===== src/rtl/guarded_ram_pkg.sv =====
package guarded_ram_pkg;

  // Strobes from the control unit to the datapath.
  typedef struct packed {
    logic memWrite;
    logic memRead;
    logic useFixed;   // write back the corrected word instead of wdata
  } memStrobe_t;

  // Smallest number of Hamming check bits for k protected bits.
  function automatic int checkBits(int k);
    int r;
    r = 1;
    while ((1 << r) < k + r + 1) r++;
    return r;
  endfunction

endpackage


===== src/rtl/guarded_ram_dp.sv =====
module guarded_ram_dp
  import guarded_ram_pkg::*;
#(
  parameter int DW = 16,
  parameter int AW = 4
) (
  input  logic          clk,
  input  memStrobe_t    strobe,
  input  logic [AW-1:0] memAddr,
  input  logic [DW-1:0] wrData,
  output logic [DW-1:0] rdData,
  output logic          evtSingle,
  output logic          evtDouble,
  output logic          evtAddr
);
  localparam int K     = DW + 1;
  localparam int R     = checkBits(K);
  localparam int N     = K + R;
  localparam int CW    = N + 1;
  localparam int DEPTH = 1 << AW;
  localparam logic [R-1:0] NMAX = R'(N);

  logic [CW-1:0] mem [DEPTH];
  logic [CW-1:0] wordQ;
  logic [AW-1:0] addrQ;
  logic [R-1:0]  syn;
  logic          overall;
  logic [CW-1:0] fixedWord;
  logic [K-1:0]  field;
  logic [K-1:0]  encField;

  function automatic logic [CW-1:0] encodeWord(logic [K-1:0] f);
    logic [CW-1:0] w;
    logic [R-1:0]  s;
    int j;
    w = '0;
    s = '0;
    j = 0;
    for (int p = 1; p <= N; p++) begin
      if ((p & (p - 1)) != 0) begin
        w[p] = f[j];
        j++;
      end
    end
    for (int p = 1; p <= N; p++) if (w[p]) s ^= R'(p);
    for (int i = 0; i < R; i++) w[1 << i] = s[i];
    w[0] = ^w;
    return w;
  endfunction

  function automatic logic [K-1:0] extractField(logic [CW-1:0] w);
    logic [K-1:0] f;
    int j;
    f = '0;
    j = 0;
    for (int p = 1; p <= N; p++) begin
      if ((p & (p - 1)) != 0) begin
        f[j] = w[p];
        j++;
      end
    end
    return f;
  endfunction

  // Decode of the registered word.
  always_comb begin
    syn = '0;
    for (int p = 1; p <= N; p++) if (wordQ[p]) syn ^= R'(p);
    overall   = ^wordQ;
    evtSingle = overall && (syn <= NMAX);
    evtDouble = (syn != '0 && !overall) || (overall && syn > NMAX);
    fixedWord = wordQ;
    if (evtSingle) fixedWord[syn] = ~fixedWord[syn];
    field   = extractField(fixedWord);
    rdData  = field[DW-1:0];
    evtAddr = !evtDouble && (field[K-1] != ^addrQ);
  end

  assign encField = {^memAddr, strobe.useFixed ? field[DW-1:0] : wrData};

  always_ff @(posedge clk) begin
    if (strobe.memWrite) mem[memAddr] <= encodeWord(encField);
    if (strobe.memRead) begin
      wordQ <= mem[memAddr];
      addrQ <= memAddr;
    end
  end

endmodule


===== src/rtl/guarded_ram_ctrl.sv =====
module guarded_ram_ctrl
  import guarded_ram_pkg::*;
#(
  parameter int AW = 4
) (
  input  logic          clk,
  input  logic          rstN,
  input  logic          req,
  input  logic          we,
  input  logic [AW-1:0] addr,
  input  logic          scrubEn,
  input  logic          csrWrite,
  input  logic          csrAddr,
  input  logic [1:0]    csrWdata,
  input  logic          evtSingle,
  input  logic          evtDouble,
  input  logic          evtAddr,
  output memStrobe_t    strobe,
  output logic [AW-1:0] memAddr,
  output logic          rdValid,
  output logic [1:0]    csrRdata,
  output logic          faultIrq,
  output logic          errIrq
);
  logic pendFunc, pendScrub;
  logic [AW-1:0] scrubPtr;
  logic secFlag, dedFlag, escalate;
  logic evalValid, secEvt, dedEvt, fixable, wbNow, scrubRead, ptrStep, clrHit;

  always_comb begin
    evalValid = pendFunc | pendScrub;
    secEvt    = evalValid & evtSingle;
    dedEvt    = evalValid & (evtDouble | evtAddr);
    fixable   = pendScrub & evtSingle & ~evtDouble & ~evtAddr;
    wbNow     = fixable & ~req;
    scrubRead = scrubEn & ~req & ~pendScrub;
    ptrStep   = pendScrub & (~fixable | wbNow);
    clrHit    = csrWrite & csrAddr;
    strobe.memWrite = (req & we) | wbNow;
    strobe.memRead  = (req & ~we) | scrubRead;
    strobe.useFixed = wbNow;
    memAddr   = req ? addr : scrubPtr;
  end

  always_ff @(posedge clk or negedge rstN) begin
    if (!rstN) begin
      pendFunc  <= 1'b0;
      pendScrub <= 1'b0;
      scrubPtr  <= '0;
      secFlag   <= 1'b0;
      dedFlag   <= 1'b0;
      escalate  <= 1'b0;
    end else begin
      pendFunc  <= req & ~we;
      pendScrub <= scrubRead;
      if (ptrStep) scrubPtr <= scrubPtr + AW'(1);
      secFlag <= secEvt | (secFlag & ~(clrHit & csrWdata[0]));
      dedFlag <= dedEvt | (dedFlag & ~(clrHit & csrWdata[1]));
      if (csrWrite && !csrAddr) escalate <= csrWdata[0];
    end
  end

  assign rdValid  = pendFunc;
  assign csrRdata = csrAddr ? {dedFlag, secFlag} : {1'b0, escalate};
  assign faultIrq = secFlag & ~escalate;
  assign errIrq   = dedFlag | (secFlag & escalate);


  dbl_sets_flag_chk: assert property (@(posedge clk) disable iff (!rstN)
    evalValid && evtDouble |=> dedFlag);

  addr_fatal_chk: assert property (@(posedge clk) disable iff (!rstN)
    evalValid && evtAddr |=> errIrq);

  sec_sticky_chk: assert property (@(posedge clk) disable iff (!rstN)
    secFlag && !(csrWrite && csrAddr && csrWdata[0]) |=> secFlag);

  ded_clear_chk: assert property (@(posedge clk) disable iff (!rstN)
    csrWrite && csrAddr && csrWdata[1] && !dedEvt |=> !dedFlag);

  sec_route_chk: assert property (@(posedge clk) disable iff (!rstN)
    evalValid && evtSingle && !escalate && !(csrWrite && !csrAddr) |=> faultIrq);

endmodule


===== src/rtl/guarded_ram.sv =====
module guarded_ram
  import guarded_ram_pkg::*;
#(
  parameter int DW = 16,
  parameter int AW = 4
) (
  input  logic          clk,
  input  logic          rstN,
  input  logic          req,
  input  logic          we,
  input  logic [AW-1:0] addr,
  input  logic [DW-1:0] wdata,
  output logic [DW-1:0] rdata,
  output logic          rdValid,
  input  logic          scrubEn,
  input  logic          csrWrite,
  input  logic          csrAddr,
  input  logic [1:0]    csrWdata,
  output logic [1:0]    csrRdata,
  output logic          faultIrq,
  output logic          errIrq
);
  memStrobe_t    strobe;
  logic [AW-1:0] memAddr;
  logic          evtSingle, evtDouble, evtAddr;

  guarded_ram_ctrl #(.AW(AW)) ctrl (
    .clk(clk), .rstN(rstN), .req(req), .we(we), .addr(addr),
    .scrubEn(scrubEn), .csrWrite(csrWrite), .csrAddr(csrAddr),
    .csrWdata(csrWdata), .evtSingle(evtSingle), .evtDouble(evtDouble),
    .evtAddr(evtAddr), .strobe(strobe), .memAddr(memAddr),
    .rdValid(rdValid), .csrRdata(csrRdata), .faultIrq(faultIrq),
    .errIrq(errIrq)
  );

  guarded_ram_dp #(.DW(DW), .AW(AW)) dp (
    .clk(clk), .strobe(strobe), .memAddr(memAddr), .wrData(wdata),
    .rdData(rdata), .evtSingle(evtSingle), .evtDouble(evtDouble),
    .evtAddr(evtAddr)
  );


  read_served_chk: assert property (@(posedge clk) disable iff (!rstN)
    req && !we |=> rdValid);

endmodule


===== config.mk =====
export PLATFORM = sky130hd
export DESIGN_NAME = guarded_ram
export DESIGN_NICKNAME = d
export VERILOG_FILES = /design/src/rtl/guarded_ram_pkg.sv /design/src/rtl/guarded_ram_dp.sv /design/src/rtl/guarded_ram_ctrl.sv /design/src/rtl/guarded_ram.sv
export SDC_FILE = /design/constraint.sdc
export NUM_CORES = 1
export LEC_CHECK = 0
export CAP_MARGIN = 30
export CORE_ASPECT_RATIO = 0.9
export CORE_UTILIZATION = 50
export CTS_BUF_LIST = sky130_fd_sc_hd__clkbuf_4
export CTS_CLUSTER_SIZE = 40
export DETAILED_ROUTE_END_ITERATION = 16
export PLACE_DENSITY = 0.78
export RECOVER_POWER = 50
export SLEW_MARGIN = 20
export SYNTH_ARGS = -nofsm -noshare
export SYNTH_HDL_FRONTEND = slang
export SYNTH_SLANG_ARGS = --single-unit
export TNS_END_PERCENT = 100

===== constraint.sdc =====
create_clock -name clk -period 12.1 [get_ports clk]
set_input_delay 1.21 -clock clk [delete_from_list [all_inputs] [get_ports clk]]
set_output_delay 1.21 -clock clk [all_outputs]
set_load 0.02 [all_outputs]

==> run summary, run 1 <==
outcome: finished with violations
failing checks: capacitance limit, slew limit
final hold violation count: 0
Post-DP HPWL: 26,500 um
Setup Buffers After CTS: 0
commonest non-fill, non-tap cells in the layout: edfxtp_1, nand2_1, clkbuf_4
vias in the first global route: 11.7k
adder-cell share of the synthesized area: 0.627%
Pleak: 7.31 nW
first drt pass iteration count: 6
synth unique cells: 62
clock root cell: clkbuf_4
Post-CTS Hold Buffers: 0
Critical Setup Path Class: in -> reg
CP required: 12.48 ns
Final Skew: 0.0528 ns
final antenna-violating net count: 0
Crit Reg-Reg Startpoint: dp.wordQ[7]$_DFFE_PP_
sequential share of the synthesized area: 67.3%
filler instances: 2,783
maximum vdd drop: 0.167 mV
Starting Density: 51.0%
commonest non-fill, non-tap cell in the layout: edfxtp_1
largest family of logic cells by synthesized area: simple AND/OR/NAND/NOR gates
RePlAce Congestion: 0.887
IO Port Bufs: 49
max-cap violation count: 6
Hold Startpoint: ctrl.dedFlag$_DFF_PN0_
Worst R2R Setup Slack: 4.43 ns
share of cells above drive strength 1: 13.2%
Final TNS setup: 0 ns
Synth Area in Simple Gates: 14.4%
Die Wd: 202 um
Async SR Flop Fraction: 2.23%
Reg power frac: 34.6%
pin count of the biggest net entering global routing: 100
row count: 65
fin crit period: 8.36 ns
Post-Synth XOR/XNOR Area: 5.30%
hold path depth: 2
All-Layer GR Usage: 25.0%
Critical Path End Type: flip-flop
first-pass GRT wire length: 68,800 um
post-synth net total: 1,469
worst min-delay path class: reg -> reg
syn_area_per_cell: 12.5 um^2
f_max: 0.120 GHz
worst-case reg-to-reg path depth: 15
die height: 182 um
internal power: 0.00354 W
Max Slew Vio Count: 319
via count: 12.2k
Rel. slew slack: -179%
average wire per standard cell: 22.1 um
Gate power share: 46.3%
RSZ-0062 raised after global routing: false
# resized after CTS: 0
DR iter-0 viols: 1,589
number of synthesized flops with an enable pin: 395
Area Overhead vs Synth: 12.9%
I/O Pins: 50
DRC violations left: 0
total grt overflow: 0
Hold Crit Endpoint: ctrl.dedFlag$_DFF_PN0_
ys flop type: edfxtp_1
Setup Viol. Count Final: 0
r2r endpoint: dp.mem[15][0]$_DFFE_PP_
Die ar.: 0.0367 mm^2
Power Density: 293 mW/mm^2
P_sw: 0.00240 W
Via density: 5.88
Clock Latency Late Sink: 0.76 ns
final net count: 1,567
Post-Syn Area: 0.0180 mm^2
Clk pwr share: 19.2%
Longest Clk Path Bufs: 3
mux share of post-synthesis cell area: 2.29%
flops & latches, synth: 404
fin crit share: 69.1%
Switching Share: 40.4%
Num Clock Sinks: 404
drt total wl: 45,700 um
WHS: 0.501 ns
synth warn: 0
H-tree levels: 3
Worst Path Arrival: 8.74 ns
Crit Path Max Fanout: 66
antenna violations before repair: 2
CTS tree: yes
type of origin of the critical path: input port
Core ar.: 0.0352 mm^2
Syn Inst Count: 1,431
Compound-Gate Fraction of Synth Area: 7.72%
clock slew at reported path FFs: 0.06 ns
total CTS buffers: 95
Worst Tran Pin Value: 4.19 ns
-- critical path, cell delays in order --
cell and delay (ns):
dlygate4sd3_1 0.93, mux2i_4 0.31, buf_4 0.46, clkbuf_1 2.21
ha_1 0.57, xor2_1 0.15, clkbuf_1 0.62, xor2_1 0.23
mux2i_1 0.10, a211oi_1 0.36, xor2_1 0.22, xnor2_1 0.22
clkbuf_1 0.56, xnor3_1 0.51
-- cell usage after synthesis, types with 3 or more instances --
library cell / n / area [um^2]
nand4_1: 3 / 18.8
a21oi_2: 3 / 26.3
nor3_1: 4 / 20.0
nand2_1: 388 / 1460
xor2_1: 20 / 175
mux2i_1: 24 / 240
xnor2_1: 56 / 490
a211oi_1: 24 / 180
nor2_1: 37 / 139
nor2b_1: 4 / 25.0
and3_1: 92 / 576
nand3_1: 51 / 255
ha_1: 9 / 113
o21ai_0: 7 / 35.0
edfxtp_1: 395 / 11900
nor4_1: 3 / 18.8
xnor3_1: 3 / 67.6
a21oi_1: 40 / 200
a31oi_1: 49 / 307
buf_1: 18 / 67.6
clkbuf_1: 64 / 240
buf_2: 3 / 15.0
a311oi_1: 46 / 403
inv_1: 14 / 52.6
o21a_1: 3 / 22.5
xnor2_2: 5 / 81.3
mux2_2: 12 / 135
dfrtp_1: 9 / 225
-- flip-flops by register name, indices dropped and copies added (netlist names) --
signal          flops
ctrl.scrubPtr       4
dp.wordQ           23
ctrl.dedFlag        1
ctrl.rdValid        1
ctrl.escalate       1
dp.mem            368
dp.addrQ            4
ctrl.secFlag        1
ctrl.pendScrub      1
-- how the worst max path moves through the flow --
stage / start / endpoint / depth (start not counted)
global route: req / dp.mem[4][0]$_DFFE_PP_ / 14
floorplan: req / dp.mem[0][0]$_DFFE_PP_ / 13
global placement: req / dp.mem[12][0]$_DFFE_PP_ / 14
finish: req / dp.mem[15][0]$_DFFE_PP_ / 14
detailed placement: req / dp.mem[13][0]$_DFFE_PP_ / 14
CTS: dp.wordQ[7]$_DFFE_PP_ / rdata[13] / 10
-- cell type report --
class	count	area (um^2)	share of cell area (%)
Antenna cell	1	2.50	0.0123
Clock buffer	147	1100	5.44
Clock inverter	22	178	0.876
Inverter	15	58.8	0.290
Multi-Input combinational cell	923	5510	27.2
Sequential cell	404	12100	59.6
Tap cell	469	587	2.89
Timing Repair Buffer	90	751	3.70
-- stage by stage --
| stage | instances | worst slack (ns) | utilization (%) | area (um^2) | power (W) |
|---|---|---|---|---|---|
| 4_1_cts | 2069 | 5.97 | 57.7 | 20300 | 0.00593 |
| 3_3_place_gp | 1899 | 5.76 | 54.0 | 19000 | 0.00474 |
| 6_report | 2071 | 3.74 | 57.6 | 20300 | 0.00594 |
| 3_5_place_dp | 1900 | 5.78 | 54.0 | 19000 | 0.00479 |
| 5_1_grt | 2071 | 3.38 | 57.6 | 20300 | 0.00626 |
| 2_1_floorplan | 1431 | 6.25 | - | 18000 | 0.00400 |
-- cell families after synthesis --
family	after synthesis
XOR/XNOR	90
AO/OA/AOI/OAI	194
multiplexers	38
buffers and inverters	104
flip-flops	404
adder cells (fa/ha/maj)	9
AND/OR/NAND/NOR	592
-- per-layer routing --
metal	GRT usage, %	share of wire (%)	vias to the layer above
met1	35.4	42	5865
met2	37.5	45	702
met4	9.64	2.6	0
li1	-	-	5524
met3	5.83	10	93
met5	0	0	-
-- power groups by stage --
stage | combinational, W | clock (W) | sequential (W)
after global routing | 0.00296 | 0.00123 | 0.00206
after global placement | 0.00266 | 0 | 0.00208
final | 0.00275 | 0.00114 | 0.00205
after detailed placement | 0.00271 | 0 | 0.00208
after floorplan | 0.00196 | 0 | 0.00204
after CTS | 0.00272 | 0.00116 | 0.00205
(Power assumes the default switching activity.)
==> inputs of run 2 (changes only) <==
==> constraint.sdc (replaced) <==
create_clock -name clk -period 8.7 [get_ports clk]
set_input_delay 0.87 -clock clk [delete_from_list [all_inputs] [get_ports clk]]
set_output_delay 0.87 -clock clk [all_outputs]
set_load 0.02 [all_outputs]
==> run summary, run 2 (synthesis gave the netlist of run 1 again) <==
biggest regs: dp.mem (368), dp.wordQ (23)
first drt pass iteration count: 5
Die ar.: 0.0367 mm^2
maximum vdd drop: 0.326 mV
Num Clock Sinks: 404
failing checks: capacitance limit, slew limit
RSZ-0062 raised after global routing: false
Worst Tran Pin Value: 3.80 ns
type of origin of the critical path: input port
Power Density: 413 mW/mm^2
I/O Pins: 50
Area Overhead vs Synth: 12.6%
Biggest register: dp.mem
final hold violation count: 0
All-Layer GR Usage: 25.5%
total CTS buffers: 100
Setup Buffers After CTS: 0
Worst R2R Setup Slack: 2.03 ns
pin count of the biggest net entering global routing: 90
die height: 182 um
H-tree levels: 3
max-cap violation count: 7
DRC violations left: 0
Pleak: 7.27 nW
CP required: 9.12 ns
clock root cell: clkbuf_4
clock slew at reported path FFs: 0.07 ns
worst-path cell chain: dlygate4sd3_1 -> mux2i_4 -> clkbuf_1 -> inv_1 -> clkbuf_1 -> buf_4 -> ha_1 -> and3_1 -> buf_4
Worst Path Arrival: 7.35 ns
commonest non-fill, non-tap cells in the layout: edfxtp_1, nand2_1, clkbuf_4
Final Core Density: 57.4%
outcome: finished with violations
worst-case reg-to-reg path depth: 12
Clock Latency Late Sink: 0.80 ns
Starting Density: 51.0%
Largest register FFs: 368
Rel. slew slack: -153%
delay of the slowest cell on the worst path: 1.77 ns
final net count: 1,575
Critical Path Start: req
drt total wl: 46,200 um
row count: 65
Crit Reg-Reg Startpoint: dp.wordQ[7]$_DFFE_PP_
antenna violations before repair: 2
final antenna-violating net count: 0
vias in the first global route: 11.8k
Setup WS pre-CTS: 2.71 ns
Crit Path Max Fanout: 47
IO Port Bufs: 49
# resized after CTS: 0
share of cells above drive strength 1: 12.4%
Via density: 5.91
commonest non-fill, non-tap cell in the layout: edfxtp_1
DR iter-0 viols: 1,371
total grt overflow: 0
Longest Clk Path Bufs: 3
f_max: 0.144 GHz
Finished Layout Cells: 2,076
first-pass GRT wire length: 70,100 um
Core ar.: 0.0352 mm^2
fin crit period: 6.92 ns
WHS: 0.439 ns
dpl cells: 1,903
Post-CTS Hold Buffers: 0
fin crit share: 79.6%
Critical Setup Path Class: in -> reg
Setup Viol. Count Final: 0
Final Skew: 0.0831 ns
Post-DP HPWL: 26,900 um
average wire per standard cell: 22.3 um
via count: 12.3k
Critical Path End Type: flip-flop
worst min-delay path class: in -> async
slowest CP cell: clkbuf_1
PnR worst setup slack: 1.78 ns
Max Slew Vio Count: 348
Die Wd: 202 um
Final TNS setup: 0 ns
CTS tree: yes
RePlAce Congestion: 0.922
run 2: changes by cell type in the layout (fill, tap and decap cells not counted), sizes merged:
cell,change
clkinv,+14
clkbuf,-11
buf,+4
bufinv,-1
clkdlybuf4s50,-1
dlygate4sd3,+1
inv,-1
run 2: through the flow:
stage	total power (W)	area, um^2
global route	0.00874	20200
global placement	0.00666	19000
floorplan	0.00556	18000
CTS	0.00831	20300
finish	0.00834	20200
detailed placement	0.00676	19000
run 2: final cells by class:
type	instances	area (um^2)
Antenna cell	1	2.50
Clock buffer	137	1030
Clock inverter	34	224
Fill cell	2842	15000
Inverter	15	58.8
Multi-Input combinational cell	923	5470
Sequential cell	404	12100
Tap cell	469	587
Timing Repair Buffer	93	761
run 2: worst paths after layout:
check / end
worst max-delay path: dp.mem[9][2]$_DFFE_PP_
worst min-delay path: ctrl.pendScrub$_DFF_PN0_
worst max register to register: dp.mem[0][15]$_DFFE_PP_
worst min register to register: ctrl.scrubPtr[3]$_DFFE_PN0P_
max in group asynchronous: ctrl.scrubPtr[2]$_DFFE_PN0P_
min in group clk: ctrl.scrubPtr[3]$_DFFE_PN0P_
run 2: per-layer routing:
layer	up-vias	global-route usage [%]	routed length [um]
met5	-	0	0
met4	0	10.3	1230
met3	86	5.03	4950
met2	727	38.5	20900
met1	5923	36.3	19100
li1	5543	-	-
run 2: report_power, final:
| part | switching [W] | internal, W | total [W] |
|---|---|---|---|
| logic | 0.00262 | 0.00134 | 0.00397 |
| clock network | 0.000757 | 0.000793 | 0.00155 |
| registers | 0.0000829 | 0.00275 | 0.00283 |
| total | 0.00346 | 0.00488 | 0.00834 |
run 2: worst max-delay path: cells and delay by family:
family	cells	cell delay, ns
buf+inv	6	4.98
fa+ha+maj	1	0.31
simple gates	1	0.81
mux	1	0.28
==> inputs of run 3 (changes only) <==
==> constraint.sdc (replaced) <==
create_clock -name clk -period 7 [get_ports clk]
set_input_delay 0.7 -clock clk [delete_from_list [all_inputs] [get_ports clk]]
set_output_delay 0.7 -clock clk [all_outputs]
set_load 0.02 [all_outputs]
==> run summary, run 3 (synthesis gave the netlist of run 1 again) <==
outcome: finished with violations
failing checks: capacitance limit, slew limit
Longest Clk Path Bufs: 3
worst min-delay path class: in -> async
# resized after CTS: 0
final antenna-violating net count: 0
antenna violations before repair: 4
Worst Path Arrival: 6.86 ns
Post-CTS Hold Buffers: 0
WHS: 0.296 ns
f_max: 0.157 GHz
Largest register FFs: 368
Num Clock Sinks: 404
RePlAce Congestion: 0.964
final net count: 1,580
DR iter-0 viols: 1,286
Post-DP HPWL: 29,100 um
row count: 65
Crit Path Max Fanout: 72
pin count of the biggest net entering global routing: 95
die height: 182 um
Core ar.: 0.0352 mm^2
maximum vdd drop: 0.341 mV
Final TNS setup: 0 ns
clock root cell: clkbuf_4
CP required: 7.48 ns
Critical Path End Type: flip-flop
worst-case reg-to-reg path depth: 13
commonest non-fill, non-tap cell in the layout: edfxtp_1
fin crit share: 91.2%
Area Overhead vs Synth: 13.4%
Via density: 5.95
All-Layer GR Usage: 25.8%
Rel. slew slack: -128%
DRC violations left: 0
via count: 12.4k
clock slew at reported path FFs: 0.07 ns
vias in the first global route: 12.0k
Max Slew Vio Count: 277
Biggest register: dp.mem
final hold violation count: 0
first-pass GRT wire length: 71,000 um
Starting Density: 51.0%
P_sw: 0.00443 W
Switching Share: 41.9%
Setup Viol. Count Final: 0
drt total wl: 47,000 um
IO Port Bufs: 49
H-tree levels: 3
Setup Buffers After CTS: 0
internal power: 0.00614 W
CTS tree: yes
max-cap violation count: 7
Gate power share: 48.1%
commonest non-fill, non-tap cells in the layout: edfxtp_1, nand2_1, clkbuf_4
Clk pwr share: 18.7%
Die Wd: 202 um
biggest regs: dp.mem (368), dp.wordQ (23)
total CTS buffers: 99
Die ar.: 0.0367 mm^2
Pleak: 7.35 nW
I/O Pins: 50
share of cells above drive strength 1: 13.3%
type of origin of the critical path: input port
fin crit period: 6.39 ns
Final Skew: 0.0509 ns
average wire per standard cell: 22.5 um
first drt pass iteration count: 5
Clock Latency Late Sink: 0.76 ns
Critical Setup Path Class: in -> reg
Worst Tran Pin Value: 3.42 ns
total grt overflow: 0
RSZ-0062 raised after global routing: false
Power Density: 519 mW/mm^2
Reg power frac: 33.3%
-- run 3: cell types whose count changed in the layout (fill, tap and decap cells not counted), sizes merged --
cell	before	now
buf	27	32
bufinv	2	3
clkbuf	154	160
clkinv	28	23
inv	18	19
-- run 3: area by class of cell --
cell class | count | area, um^2
Inverter | 15 | 58.8
Antenna cell | 1 | 2.50
Timing Repair Buffer | 99 | 865
Clock inverter | 31 | 208
Tap cell | 469 | 587
Fill cell | 2744 | 14900
Sequential cell | 404 | 12100
Multi-Input combinational cell | 923 | 5490
Clock buffer | 142 | 1070
-- run 3: final timing paths --
| check | start | endpoint | slack, ns |
|---|---|---|---|
| worst max register to register | dp.wordQ[7]$_DFFE_PP_ | dp.mem[7][1]$_DFFE_PP_ | 0.90 |
| worst min-delay path | rstN | ctrl.dedFlag$_DFF_PN0_ | 0.30 |
| max in group asynchronous | rstN | ctrl.scrubPtr[0]$_DFFE_PN0P_ | 6.41 |
| worst max-delay path | req | dp.wordQ[7]$_DFFE_PP_ | 0.61 |
| worst min register to register | ctrl.scrubPtr[3]$_DFFE_PN0P_ | ctrl.scrubPtr[3]$_DFFE_PN0P_ | 0.47 |
| min in group clk | ctrl.scrubPtr[3]$_DFFE_PN0P_ | ctrl.scrubPtr[3]$_DFFE_PN0P_ | 0.47 |
-- run 3: power groups by stage --
stage / clock network (W) / logic, W / registers (W)
5_1_grt: 0.00212 / 0.00542 / 0.00353
3_3_place_gp: 0 / 0.00492 / 0.00355
4_1_cts: 0.00200 / 0.00502 / 0.00351
2_1_floorplan: 0 / 0.00339 / 0.00352
3_5_place_dp: 0 / 0.00499 / 0.00356
6_report: 0.00197 / 0.00508 / 0.00352
-- run 3: layer usage --
metal	track usage (%)	wire (um)	vias up	share of wire [%]
li1	-	-	5548	-
met1	35.4	18500	5991	39
met2	38.6	21200	741	45
met3	7.68	5760	113	12
met4	10.9	1520	2	3.2
met5	0	9	-	0.019
-- run 3: metrics by stage --
stage	util, %	instance area, um^2	instances	power (W)	setup WS (ns)
3_3_place_gp	54.2	19100	1905	0.00847	1.30
4_1_cts	58.0	20400	2081	0.0105	1.10
3_5_place_dp	54.4	19100	1908	0.00855	1.17
5_1_grt	57.8	20400	2084	0.0111	0.498
2_1_floorplan	-	18000	1431	0.00691	1.66
6_report	57.8	20400	2084	0.0106	0.614
-- run 3: critical path, stage by stage --
cell and delay (ns):
dlygate4sd3_1 0.90, mux2i_1 0.49, clkbuf_1 1.60, clkbuf_2 1.34, nand2_1 0.16, and3_1 0.24
a311oi_1 0.62, a31oi_1 0.16, a21oi_1 0.58
